===== src/rtl/evq_pkg.sv =====
package evq_pkg;

  localparam int unsigned MAX_CH = 64;

  // Index of the lowest set bit among the first n bits, or -1 if none.
  function automatic int lowest_one(input logic [MAX_CH-1:0] v, input int unsigned n);
    int r;
    r = -1;
    for (int i = MAX_CH - 1; i >= 0; i--) begin
      if (i < int'(n) && v[i]) r = i;
    end
    return r;
  endfunction

  // Number of set bits among the first n bits.
  function automatic int unsigned ones_count(input logic [MAX_CH-1:0] v, input int unsigned n);
    int unsigned c;
    c = 0;
    for (int i = 0; i < MAX_CH; i++) begin
      if (i < int'(n) && v[i]) c++;
    end
    return c;
  endfunction

endpackage


===== src/rtl/evq_edge_latch.sv =====
module evq_edge_latch #(
  parameter int unsigned N_CH = 32
) (
  input  logic            clk,
  input  logic            rst_n,
  input  logic [N_CH-1:0] stat,
  input  logic [N_CH-1:0] grant,
  output logic [N_CH-1:0] pend
);
  logic [N_CH-1:0] prev_q;
  logic [N_CH-1:0] edge_seen;

  assign edge_seen = stat ^ prev_q;

  generate
    for (genvar g = 0; g < N_CH; g++) begin : g_ch
      always_ff @(posedge clk or negedge rst_n) begin
        if (!rst_n) begin
          prev_q[g] <= 1'b0;
          pend[g]   <= 1'b0;
        end else begin
          prev_q[g] <= stat[g];
          pend[g]   <= (pend[g] & ~grant[g]) | edge_seen[g];
        end
      end
    end
  endgenerate

  AST_EDGE_PENDS: assert property (@(posedge clk) disable iff (!rst_n)
    (|edge_seen) |=> (|pend));
  AST_GRANT_FROM_PEND: assert property (@(posedge clk) disable iff (!rst_n)
    (|(grant & ~pend)) == 1'b0);

endmodule


===== src/rtl/evq_prio.sv =====
module evq_prio
  import evq_pkg::*;
#(
  parameter int unsigned N_CH = 32,
  localparam int unsigned CH_W = (N_CH > 1) ? $clog2(N_CH) : 1
) (
  input  logic [N_CH-1:0] req,
  output logic [N_CH-1:0] grant,
  output logic [CH_W-1:0] idx,
  output logic            valid
);
  int pick;

  always_comb begin
    pick  = lowest_one(MAX_CH'(req), N_CH);
    valid = (pick >= 0);
    idx   = valid ? CH_W'(pick) : '0;
    grant = '0;
    if (valid) grant[idx] = 1'b1;
  end

  always_comb begin
    AST_GRANT_ONEHOT: assert ($onehot0(grant));
    if (valid) begin
      AST_NO_LOWER_REQ: assert (ones_count(MAX_CH'(req & (grant - 1'b1)), N_CH) == 0);
    end
  end

endmodule


===== src/rtl/evq_fifo.sv =====
module evq_fifo #(
  parameter int unsigned W     = 5,
  parameter int unsigned DEPTH = 64,
  localparam int unsigned AW   = (DEPTH > 1) ? $clog2(DEPTH) : 1
) (
  input  logic         clk,
  input  logic         rst_n,
  input  logic         push,
  input  logic [W-1:0] wdata,
  input  logic         pop,
  output logic [W-1:0] head,
  output logic         empty,
  output logic         full,
  output logic         empty_nxt,
  output logic         drop
);
  logic [W-1:0]  mem [DEPTH];
  logic [AW-1:0] wptr, rptr;
  logic [AW:0]   cnt, cnt_nxt;
  logic          do_push, do_pop;

  function automatic logic [AW-1:0] bump(input logic [AW-1:0] p);
    return (p == AW'(DEPTH - 1)) ? '0 : p + 1'b1;
  endfunction

  assign empty     = (cnt == '0);
  assign full      = (cnt == (AW+1)'(DEPTH));
  assign do_pop    = pop && !empty;
  assign do_push   = push && (!full || do_pop);
  assign drop      = push && !do_push;
  assign head      = mem[rptr];
  assign cnt_nxt   = cnt + (AW+1)'(do_push) - (AW+1)'(do_pop);
  assign empty_nxt = (cnt_nxt == '0);

  always_ff @(posedge clk) begin
    if (do_push) mem[wptr] <= wdata;
  end

  always_ff @(posedge clk or negedge rst_n) begin
    if (!rst_n) begin
      wptr <= '0;
      rptr <= '0;
      cnt  <= '0;
    end else begin
      if (do_push) wptr <= bump(wptr);
      if (do_pop)  rptr <= bump(rptr);
      cnt <= cnt_nxt;
    end
  end

  AST_FULL_DROP_HOLDS: assert property (@(posedge clk) disable iff (!rst_n)
    (push && full && !pop) |=> (cnt == $past(cnt) && rptr == $past(rptr)));
  AST_EMPTY_POP_STAYS: assert property (@(posedge clk) disable iff (!rst_n)
    (pop && empty && !push) |=> empty);
  AST_PUSH_GROWS: assert property (@(posedge clk) disable iff (!rst_n)
    (push && !pop && !full) |=> (cnt == $past(cnt) + 1'b1));

endmodule


===== src/rtl/evq_top.sv =====
module evq_top #(
  parameter int unsigned N_CH  = 32,
  parameter int unsigned DEPTH = 64,
  localparam int unsigned CH_W = (N_CH > 1) ? $clog2(N_CH) : 1
) (
  input  logic            clk,
  input  logic            rst_n,
  input  logic [N_CH-1:0] tone_stat,
  input  logic            rd_en,
  output logic [CH_W-1:0] rd_data,
  output logic            irq_n,
  output logic            ovf
);
  logic [N_CH-1:0] pend, grant;
  logic [CH_W-1:0] pick_idx, head;
  logic            pick_vld;
  logic            q_empty, q_full, q_empty_nxt, q_drop;

  evq_edge_latch #(.N_CH(N_CH)) u_latch (
    .clk(clk), .rst_n(rst_n), .stat(tone_stat), .grant(grant), .pend(pend)
  );

  evq_prio #(.N_CH(N_CH)) u_prio (
    .req(pend), .grant(grant), .idx(pick_idx), .valid(pick_vld)
  );

  evq_fifo #(.W(CH_W), .DEPTH(DEPTH)) u_fifo (
    .clk(clk), .rst_n(rst_n), .push(pick_vld), .wdata(pick_idx), .pop(rd_en),
    .head(head), .empty(q_empty), .full(q_full), .empty_nxt(q_empty_nxt),
    .drop(q_drop)
  );

  always_ff @(posedge clk or negedge rst_n) begin
    if (!rst_n) begin
      rd_data <= '0;
      irq_n   <= 1'b1;
      ovf     <= 1'b0;
    end else begin
      if (rd_en) rd_data <= q_empty ? '0 : head;
      irq_n <= rd_en ? 1'b1 : q_empty_nxt;
      ovf   <= ovf | q_drop;
    end
  end

  AST_IRQ_HIGH_AFTER_READ: assert property (@(posedge clk) disable iff (!rst_n)
    rd_en |=> irq_n);
  AST_IRQ_LOW_PENDING: assert property (@(posedge clk) disable iff (!rst_n)
    (!rd_en && !q_empty) |=> !irq_n);
  AST_EMPTY_READ_ZERO: assert property (@(posedge clk) disable iff (!rst_n)
    (rd_en && q_empty) |=> (rd_data == '0));
  AST_OVF_STICKY: assert property (@(posedge clk) disable iff (!rst_n)
    ovf |=> ovf);
  AST_OVF_ON_DROP: assert property (@(posedge clk) disable iff (!rst_n)
    (pick_vld && q_full && !rd_en) |=> ovf);

endmodule


===== config.mk =====
export PLATFORM = sky130hd
export DESIGN_NAME = evq_top
export DESIGN_NICKNAME = d
export VERILOG_FILES = /design/src/rtl/evq_pkg.sv /design/src/rtl/evq_edge_latch.sv /design/src/rtl/evq_prio.sv /design/src/rtl/evq_fifo.sv /design/src/rtl/evq_top.sv
export SDC_FILE = /design/constraint.sdc
export NUM_CORES = 1
export LEC_CHECK = 0
export ABC_AREA = 1
export BUFFER_PORTS_ARGS = -buffer_cell sky130_fd_sc_hd__buf_2
export CORE_ASPECT_RATIO = 1.75
export CORE_UTILIZATION = 54
export CTS_CLUSTER_DIAMETER = 100
export DETAILED_ROUTE_END_ITERATION = 10
export PLACE_DENSITY = 0.7
export SETUP_SLACK_MARGIN = 0.5
export SLEW_MARGIN = 40
export SYNTH_ARGS = -nofsm -noshare
export SYNTH_HDL_FRONTEND = slang
export SYNTH_SLANG_ARGS = --single-unit

===== constraint.sdc =====
create_clock -name clk -period 11.2 [get_ports clk]
set_input_delay 1.68 -clock clk [delete_from_list [all_inputs] [get_ports clk]]
set_output_delay 1.68 -clock clk [all_outputs]
set_load 0.01 [all_outputs]

==> impl_metrics.tcl, run 1 <==
set metrics [dict create \
    outcome "finished clean" \
    grt_max_degree 96 \
    r2r-end "irq_n" \
    ys_warn_count 0 \
    gr-total-overflow 0 \
    ys_ff_latch 410 \
    clk_pin_slew_ns 0.06 \
    max_stage_delay_ns 0.44 \
    p_seq_share_pct 44.1 \
    max_cap_viol_count 0 \
    fmax_mhz 255 \
    post_cts_buffers 0 \
    final.setup.tns_ns 0 \
    path_class "in -> reg" \
    grt.total_usage_pct 26.5 \
    ys_types 44 \
    hpwl_um 26700 \
    finalCritPeriodShare_pct 35.0 \
    finalSetupViolations 0 \
    synth-async-reset-ratio_pct 22.0 \
    initial_core_util_pct 54.9 \
    p_comb_share_pct 28.1 \
    crit_required_ns 11.65 \
    final_util_pct 60.7 \
    die_x_um 136 \
    drt-vias-per-instance 6.01 \
    firstDrtPassIters 5 \
    cp.arrival_ns 4.36 \
    tightest_slew_ns 0.839 \
    cts_buffer_depth 3 \
    fin_nets 1497 \
    rsz0062_at_grt "no" \
    cts_resized 0 \
    path_max_fanout 9 \
    relSlewSlack_pct 43.9 \
    p_leak_nw 6.54 \
    syn-num-nets 1464 \
    num_io_pins 42 \
    hold_viol 0 \
    ys.flop_type "edfxtp_1" \
    grt_pass1_wl_um 61700 \
    drcViolationCount 0 \
    synth_area_mm2 0.0169 \
    crit_slowest_cell "nor2_1" \
    area_growth_pct 10.5 \
    port-buffer-count 41 \
    postCtsHoldBufs 0 \
    synth_edf_count 320 \
    start_kind "input pin" \
    synth-seq-area-share_pct 70.3 \
    slew_viol_final 0 \
    clock_sinks 410 \
    wl_per_cell_um 21.6 \
    power_density_mw_per_mm2 228 \
    period_minus_slack_ns 3.92 \
    clock_latency_ns 0.53 \
    rrSetupSlack_ns 7.64 \
    setup.worst_path.start "rd_en" \
    hold_class "reg -> reg" \
    die-area_mm2 0.0320 \
    reg2reg_depth 14 \
    cpMostUsedCell "inv_1" \
    antenna_cells 0 \
    tritoncts "yes" \
    cts_buffers 36 \
    crit_chain "buf_2 -> inv_1 -> nor2_1 -> ha_1 -> inv_1 -> ha_1 -> inv_1 -> fa_1 -> o21ai_0 -> xor2_1 -> nor4_1 -> nand2_1 -> o31ai_1" \
    crit_path_end_kind "flip-flop" \
    syn_inst 1417 \
    dr.first_iter.drc_count 1191 \
    finalClockSkew_ns 0.0168 \
    dieHeight_um 236 \
    p_int_mw 2.78 \
    irDropWorstVdd_mv 0.168 \
    avgSynthCellArea_um2 11.9 \
    placed_area_mm2 0.0175 \
    grt_pass1_vias 11600 \
    layout.cells.non_filler 1867 \
    fin_area_mm2 0.0186 \
    p_switching_mw 1.47 \
    grt_antenna_before_repair 0 \
    dp.cells 1802 \
    endpoint "irq_n" \
    antenna_left 0 \
    vias 11200 \
    layout-drive-gt1-share_pct 10.0 \
    crit-reg2reg-launch "u_latch.pend[19]" \
    row_count 85 \
    root_buffer "clkbuf_16" \
    gp_congestion 0.865 \
    clockPowerShare_pct 27.7 \
    routed_wl_um 40400 \
    core_area_mm2 0.0307 \
    p_sw_share_pct 34.6 \
    cts_max_level 2 \
]
-- power by group through the flow --
stage	clock [mW]	sequential [mW]	combinational, mW
final	1.18	1.88	1.20
after detailed placement	0	1.91	1.17
after global routing	1.25	1.89	1.30
after global placement	0	1.90	1.14
after floorplan	0	1.86	0.775
after CTS	1.20	1.87	1.18
-- cell families after synthesis --
logic type / share of synthesized area (%)
xor+xnor: 2.18
flops: 70.3
compound gates: 10.3
buf+inv: 3.28
simple gates: 13.0
fa+ha+maj: 0.934
-- critical path, delay by kind of cell --
| family | cells | cell delay (ns) |
|---|---|---|
| fa+ha+maj | 3 | 0.86 |
| simple gates | 3 | 0.82 |
| compound gates | 2 | 0.49 |
| buf+inv | 4 | 0.36 |
| xor+xnor | 1 | 0.13 |
-- metrics by stage --
step / power [mW] / hold slack [ns] / setup WS [ns]
CTS: 4.25 / 0.447 / 7.29
global route: 4.43 / 0.469 / 6.93
global placement: 3.04 / 0.426 / 6.78
floorplan: 2.63 / 0.420 / 7.13
detailed placement: 3.08 / 0.438 / 6.74
finish: 4.25 / 0.441 / 7.28
-- final cells by class --
type	instances	area [um^2]
Clock buffer	47	997
Tap cell	391	489
Inverter	78	295
Sequential cell	410	11900
Fill cell	2351	12100
Clock inverter	17	129
Multi-Input combinational cell	861	4470
Timing Repair Buffer	63	397
-- worst min path at each step --
stage	from	to	slack [ns]	cells past startpoint
2_1_floorplan	u_latch.prev_q[0]	u_latch.pend[0]	0.42	1
3_3_place_gp	u_latch.prev_q[0]	u_latch.pend[0]	0.43	1
3_5_place_dp	u_latch.prev_q[0]	u_latch.pend[0]	0.44	1
4_1_cts	u_latch.prev_q[0]	u_latch.pend[0]	0.45	1
5_1_grt	u_latch.prev_q[0]	u_latch.pend[0]	0.47	1
6_report	u_latch.prev_q[0]	u_latch.pend[0]	0.44	1
-- cells in the mapped netlist (2+ instances only) --
master      n  area [um^2]
edfxtp_1  320         9610
nor2_1    264          991
o21ai_0   171          856
nand2_1   141          529
dfrtp_1    89         2230
inv_1      70          263
clkbuf_1   64          240
nand3_1    53          265
o22ai_1    47          294
o221ai_1   34          298
xnor2_1    33          289
nand4_1    23          144
a21oi_1    16         80.1
ha_1       11          138
nor3_1     11         55.1
xor2_1      9         78.8
inv_2       8         30.0
o211ai_1    7         52.6
nand3_2     5         50.1
o21ai_1     5         25.0
o31ai_1     4         30.0
a221oi_1    2         17.5
a22o_1      2         17.5
a31oi_1     2         12.5
buf_2       2         10.0
nand2_8     2         40.0
nor2_2      2         12.5
nor2_8      2         40.0
nor4_1      2         12.5
o21bai_1    2         15.0
-- state kept, by name, summed over array words and instances, names as in the netlist --
name	count
u_fifo.mem	320
u_latch.pend	32
u_latch.prev_q	32
u_fifo.cnt	7
u_fifo.rptr	6
u_fifo.wptr	6
rd_data	5
irq_n	1
ovf	1
-- layer usage --
layer / track usage, % / wire length [um] / vias to the layer above
met1: 27.4 / 13400 / 5494
met5: 0 / 0 / -
met4: 18.4 / 2820 / 0
li1: - / - / 5113
met3: 3.20 / 2330 / 145
met2: 48.5 / 21800 / 478
-- layout by cell type (no fill, tap or decap), types with 5 or more instances in the layout --
cell type / instances
clkinv_4: 5
buf_4: 19
clkinv_2: 5
o221ai_1: 34
ha_1: 11
nand3_1: 53
edfxtp_1: 320
xor2_1: 9
dfrtp_1: 87
o21ai_1: 5
xnor2_1: 33
inv_2: 9
o21ai_0: 171
nand3_2: 5
inv_1: 67
clkbuf_16: 37
o211ai_1: 7
nand4_1: 23
clkbuf_1: 6
o22ai_1: 47
buf_2: 40
a21oi_1: 16
nand2_1: 141
nor2_1: 263
clkinv_1: 5
nor3_1: 10
Power figures use the tool's default switching activity.
==> run 2, diff against run 1 <==
- PLACE_DENSITY: 0.7 -> 0.73
- clock period: 11.2 -> 3.4 ns (I/O delays scaled with it)
==> impl_metrics.tcl, run 2 (synthesized netlist as in run 1, its figures left out) <==
set metrics [dict create \
    nFillCells 2181 \
    die_x_um 136 \
    placed_area_mm2 0.0181 \
    num_io_pins 42 \
    gp_congestion 0.969 \
    outcome "finished clean" \
    layout_common_cells "edfxtp_1, nor2_1, o21ai_0, nand2_1, buf_4" \
    largest-register "u_fifo.mem" \
    tritoncts "yes" \
    power_density_mw_per_mm2 746 \
    top_usage_layer "met2" \
    initial_core_util_pct 54.9 \
    hpwl_um 26400 \
    crit_required_ns 3.84 \
    start_kind "flip-flop" \
    irDropWorstVdd_mv 0.716 \
    rsz0062_at_grt "yes" \
    routed_wl_um 40800 \
    crit_slowest_cell "dfrtp_1" \
    vias 11500 \
    fin_hold_ws_ns 0.00463 \
    final.setup.tns_ns 0 \
    gr-total-overflow 0 \
    cts_buffer_depth 3 \
    area_growth_pct 16.4 \
    dieHeight_um 236 \
    core_area_mm2 0.0307 \
    final_common_cell "edfxtp_1" \
    use_met1_pct 28.3 \
    hold_viol 0 \
    firstDrtPassIters 5 \
    top_regs "u_fifo.mem x320, u_latch.pend x32, u_latch.prev_q x32" \
    crit_path_end_kind "flip-flop" \
    die-area_mm2 0.0320 \
    crit_chain "inv_2 -> ha_1 -> nand3_2 -> nor3_2 -> nor2_2 -> ha_1 -> inv_1 -> ha_1 -> inv_1 -> fa_2 -> buf_4 -> xnor2_1 -> nor4_1 -> nand2_1 -> o31ai_1" \
    path_buf_inv 4 \
    period_minus_slack_ns 2.86 \
    finalSetupViolations 0 \
    multi_input_area_mm2 0.00455 \
    layout_setup_ws_ns 0.538 \
    drt-vias-per-instance 5.87 \
    path_max_fanout 2 \
    largest_reg_flops 320 \
    root_buffer "clkbuf_16" \
    finalClockSkew_ns 0.0133 \
    slew_viol_final 0 \
    dr.first_iter.drc_count 1036 \
    p_leak_nw 7.12 \
    cp_top_family "adder cells" \
    grt.total_usage_pct 26.2 \
    row_count 85 \
    seq_area_mm2 0.0119 \
    grt_max_degree 87 \
    fmax_mhz 349 \
    wl_per_cell_um 20.8 \
    tightest_slew_ns 0.721 \
    finalCritPeriodShare_pct 84.2 \
    cts_buffers 35 \
    path_class "reg -> reg" \
    hold_class "in -> async" \
    grt_antenna_before_repair 0 \
    clock_sinks 410 \
    dp_slack_ns 0.269 \
    grt_pass1_vias 11800 \
    grt_use_met3_pct 3.20 \
    port-buffer-count 41 \
    fin_nets 1595 \
    postCtsHoldBufs 0 \
    antenna_left 0 \
    cpMostUsedCell "ha_1" \
    drcViolationCount 0 \
    grt.met2_usage_pct 47.4 \
    antenna_cells 0 \
    fin_area_mm2 0.0197 \
    relSlewSlack_pct 51.9 \
    max_stage_delay_ns 0.40 \
    cp.arrival_ns 3.30 \
    max_cap_viol_count 0 \
    power.total_mw 14.7 \
    cts_max_level 2 \
    layout-drive-gt1-share_pct 16.7 \
    clock_latency_ns 0.53 \
    grt_pass1_wl_um 62400 \
    clk_pin_slew_ns 0.07 \
]
-- run 2: cell types whose count changed in the layout (fill, tap and decap cells not counted), sizes merged --
| cell | before | now |
|---|---|---|
| bufinv | 1 | 5 |
| inv | 77 | 79 |
| clkinvlp | 2 | 5 |
| buf | 63 | 159 |
| clkinv | 15 | 10 |
| clkbuf | 47 | 45 |
-- run 2: per-stage QoR --
stage                     utilization [%]  cells
after floorplan                         -   1417
after global placement               58.9   1877
after detailed placement             58.9   1877
after CTS                            62.9   1941
after global routing                 63.9   1965
final                                63.9   1965
-- run 2: worst paths after layout --
| kind | startpoint | endpoint | slack, ns | cells past startpoint |
|---|---|---|---|---|
| max in group asynchronous | rst_n | u_latch.prev_q[2] | 2.67 | 2 |
| worst max-delay path | u_fifo.cnt[3] | irq_n | 0.54 | 15 |
| worst min register to register | u_latch.prev_q[0] | u_latch.pend[0] | 0.45 | 1 |
| worst max register to register | u_fifo.cnt[3] | irq_n | 0.54 | 15 |
| min in group clk | tone_stat[24] | u_latch.prev_q[24] | 0.10 | 1 |
| worst min-delay path | rst_n | u_fifo.cnt[6] | 0.005 | 1 |
-- run 2: repair_timing --
item	CTS	global route
cloned	0	4
setup buffers	1	20
pin swaps	1	12
endpoints found under the setup margin	5	123
resized for setup	6	19
-- run 2: where the power goes --
group	switching [mW]	leakage (nW)	internal [mW]
Sequential	0.279	3.79	5.86
Clock	1.76	0.587	2.41
Combinational	2.90	2.74	1.45
Total	4.94	7.12	9.72
-- run 2: cell type report --
cell class              instances  area share (%)
flip-flops and latches        410            60.4
inverters                      78            1.55
clock inverters                21            1.31
well taps                     391            2.49
multi-input cells             861            23.2
clock buffers                  42            4.86
repair buffers                162            6.23
-- run 2: per-layer routing --
metal | part of all wire (%) | up-vias
met3 | 4.7 | 156
met5 | 0 | -
met2 | 54 | 411
li1 | - | 5321
met4 | 6.5 | 0
met1 | 34 | 5650
-- run 2: worst register-to-register path: stages (launching register included) --
cell and delay, ns:
dfrtp_1 0.40, inv_2 0.07, ha_1 0.16, nand3_2 0.10, nor3_2 0.20, nor2_2 0.07, ha_1 0.29, inv_1 0.06
ha_1 0.13, inv_1 0.06, fa_2 0.38, buf_4 0.15, xnor2_1 0.16, nor4_1 0.24, nand2_1 0.09, o31ai_1 0.24
==> run 3, diff against run 2 <==
- clock period: 3.4 -> 2.6 ns (I/O delays scaled with it)
==> impl_metrics.tcl, run 3 (synthesized netlist as in run 1, its figures left out) <==
set metrics [dict create \
    grt_antenna_before_repair 0 \
    crit_path_end_kind "flip-flop" \
    multi_input_area_mm2 0.00509 \
    period_minus_slack_ns 2.91 \
    nFillCells 2032 \
    grt.total_usage_pct 28.1 \
    clk_pin_slew_ns 0.06 \
    clock_sinks 410 \
    crit_required_ns 3.04 \
    die-area_mm2 0.0320 \
    fin_nets 1653 \
    clockPowerShare_pct 26.9 \
    tightest_slew_ns 0.747 \
    dr.first_iter.drc_count 953 \
    hp-start "rd_en" \
    hold_class "in -> reg" \
    area_growth_pct 24.5 \
    final.setup.tns_ns -16.60 \
    cts_buffers 37 \
    layout_common_cells "edfxtp_1, nor2_1, o21ai_0, nand2_1, buf_4" \
    p_leak_nw 7.47 \
    p_seq_share_pct 40.1 \
    fin_hold_ws_ns 0.337 \
    gp_congestion 0.867 \
    cts_max_level 2 \
    grt_pass1_vias 12100 \
    max_cap_viol_count 0 \
    die_x_um 136 \
    violations "setup timing" \
    hpwl_um 26700 \
    outcome "complete, but fails checks" \
    wl_per_cell_um 21.7 \
    hold_viol 0 \
    path_max_fanout 3 \
    start_kind "flip-flop" \
    vias 11900 \
    layout.cells.non_filler 2023 \
    antenna_cells 0 \
    seq_area_mm2 0.0119 \
    p_switching_mw 6.87 \
    firstDrtPassIters 7 \
    power_density_mw_per_mm2 945 \
    routed_wl_um 43800 \
    crit-reg2reg-launch "u_latch.pend[22]" \
    top_regs "u_fifo.mem x320, u_latch.pend x32, u_latch.prev_q x32" \
    fmax_mhz 344 \
    layout-drive-gt1-share_pct 23.8 \
    relSlewSlack_pct 50.1 \
    core_area_mm2 0.0307 \
    hold_depth 4 \
    path_class "reg -> reg" \
    antenna_left 0 \
    initial_core_util_pct 54.9 \
    slew_viol_final 0 \
    final_common_cell "edfxtp_1" \
    row_count 85 \
    drcViolationCount 0 \
    irDropWorstVdd_mv 0.670 \
    dieHeight_um 236 \
    largest_reg_flops 320 \
    dp.cells 1880 \
    holdPathEnd "irq_n" \
    gr-total-overflow 0 \
    drt-vias-per-instance 5.90 \
    cts_buffer_depth 3 \
    p_sw_share_pct 34.6 \
    grt_max_degree 119 \
    largest-register "u_fifo.mem" \
    cp.arrival_ns 3.35 \
    p_int_mw 13.0 \
    port-buffer-count 41 \
    r2r-end "irq_n" \
    rsz0062_at_grt "yes" \
    finalClockSkew_ns 0.0163 \
    num_io_pins 42 \
    clock_latency_ns 0.53 \
    reg2reg_depth 17 \
    tritoncts "yes" \
    layout_setup_ws_ns -0.306 \
    root_buffer "clkbuf_16" \
    finalSetupViolations 194 \
    rrSetupSlack_ns -0.31 \
    finalCritPeriodShare_pct 112 \
    grt_pass1_wl_um 66400 \
    p_comb_share_pct 33.0 \
]
-- run 3: layer usage --
| metal | vias to the layer above | wire, um | GRT usage [%] | share of wire, % |
|---|---|---|---|---|
| met2 | 541 | 23600 | 50.7 | 54 |
| met5 | - | 0 | 0 | 0 |
| met3 | 176 | 2660 | 3.78 | 6.1 |
| met4 | 0 | 3260 | 19.1 | 7.4 |
| li1 | 5454 | - | - | - |
| met1 | 5765 | 14300 | 29.9 | 33 |
-- run 3: per-stage QoR --
step / instance area, um^2 / setup slack (ns) / util, % / total power, mW
floorplan: 17100 / -0.206 / - / 11.5
global placement: 18400 / -0.144 / 60.0 / 13.7
detailed placement: 18400 / -0.194 / 60.0 / 13.9
CTS: 20700 / -0.186 / 67.2 / 19.5
global route: 21000 / -0.470 / 68.4 / 20.6
finish: 21000 / -0.306 / 68.4 / 19.9
-- run 3: worst max-delay path, cell delays in order, from the launching register on --
cell and delay [ns]:
dfrtp_1 0.40, nor2_2 0.18, nand2_2 0.09, nor2_2 0.14, nand4_1 0.21, nor3_4 0.34, nor2_4 0.10, ha_4 0.17
inv_4 0.06, buf_6 0.09, buf_6 0.08, nor2_2 0.03, a211oi_2 0.26, nor2_1 0.10, o21ai_1 0.14, nand2_1 0.10
xnor2_2 0.15, o31ai_2 0.18
-- run 3: how the worst max path moves through the flow --
stage	startpoint	to	slack, ns	cells past startpoint
3_5_place_dp	u_fifo.cnt[2]	irq_n	-0.19	15
4_1_cts	u_fifo.cnt[3]	irq_n	-0.19	15
3_3_place_gp	u_fifo.cnt[4]	irq_n	-0.14	15
2_1_floorplan	u_latch.pend[3]	u_fifo.mem[0][3]	-0.21	5
6_report	u_latch.pend[22]	irq_n	-0.31	17
5_1_grt	u_latch.pend[22]	irq_n	-0.47	17
-- run 3: layout make-up --
class                           instances  area share (%)
Clock buffer                           56            5.09
Clock inverter                          9           0.470
Inverter                               78            1.54
Multi-Input combinational cell        862            24.2
Sequential cell                       410            56.5
Tap cell                              391            2.33
Timing Repair Buffer                  217            9.87
-- run 3: timing repair --
item | 4_1_cts | 5_1_grt
cloned | 7 | 2
pin swaps | 49 | 35
endpoints found under the hold margin | 70 | 0
resized for setup | 90 | 55
setup endpoints to repair | 607 | 624
hold buffers | 33 | 0
buffers inserted | 22 | 14
-- run 3: power groups by stage --
stage	sequential (mW)	clock [mW]	combinational [mW]
after floorplan	8.01	0	3.53
after global placement	8.06	0	5.66
after detailed placement	8.09	0	5.78
after CTS	7.96	5.37	6.14
after global routing	8.01	5.61	7.01
final	7.97	5.34	6.56
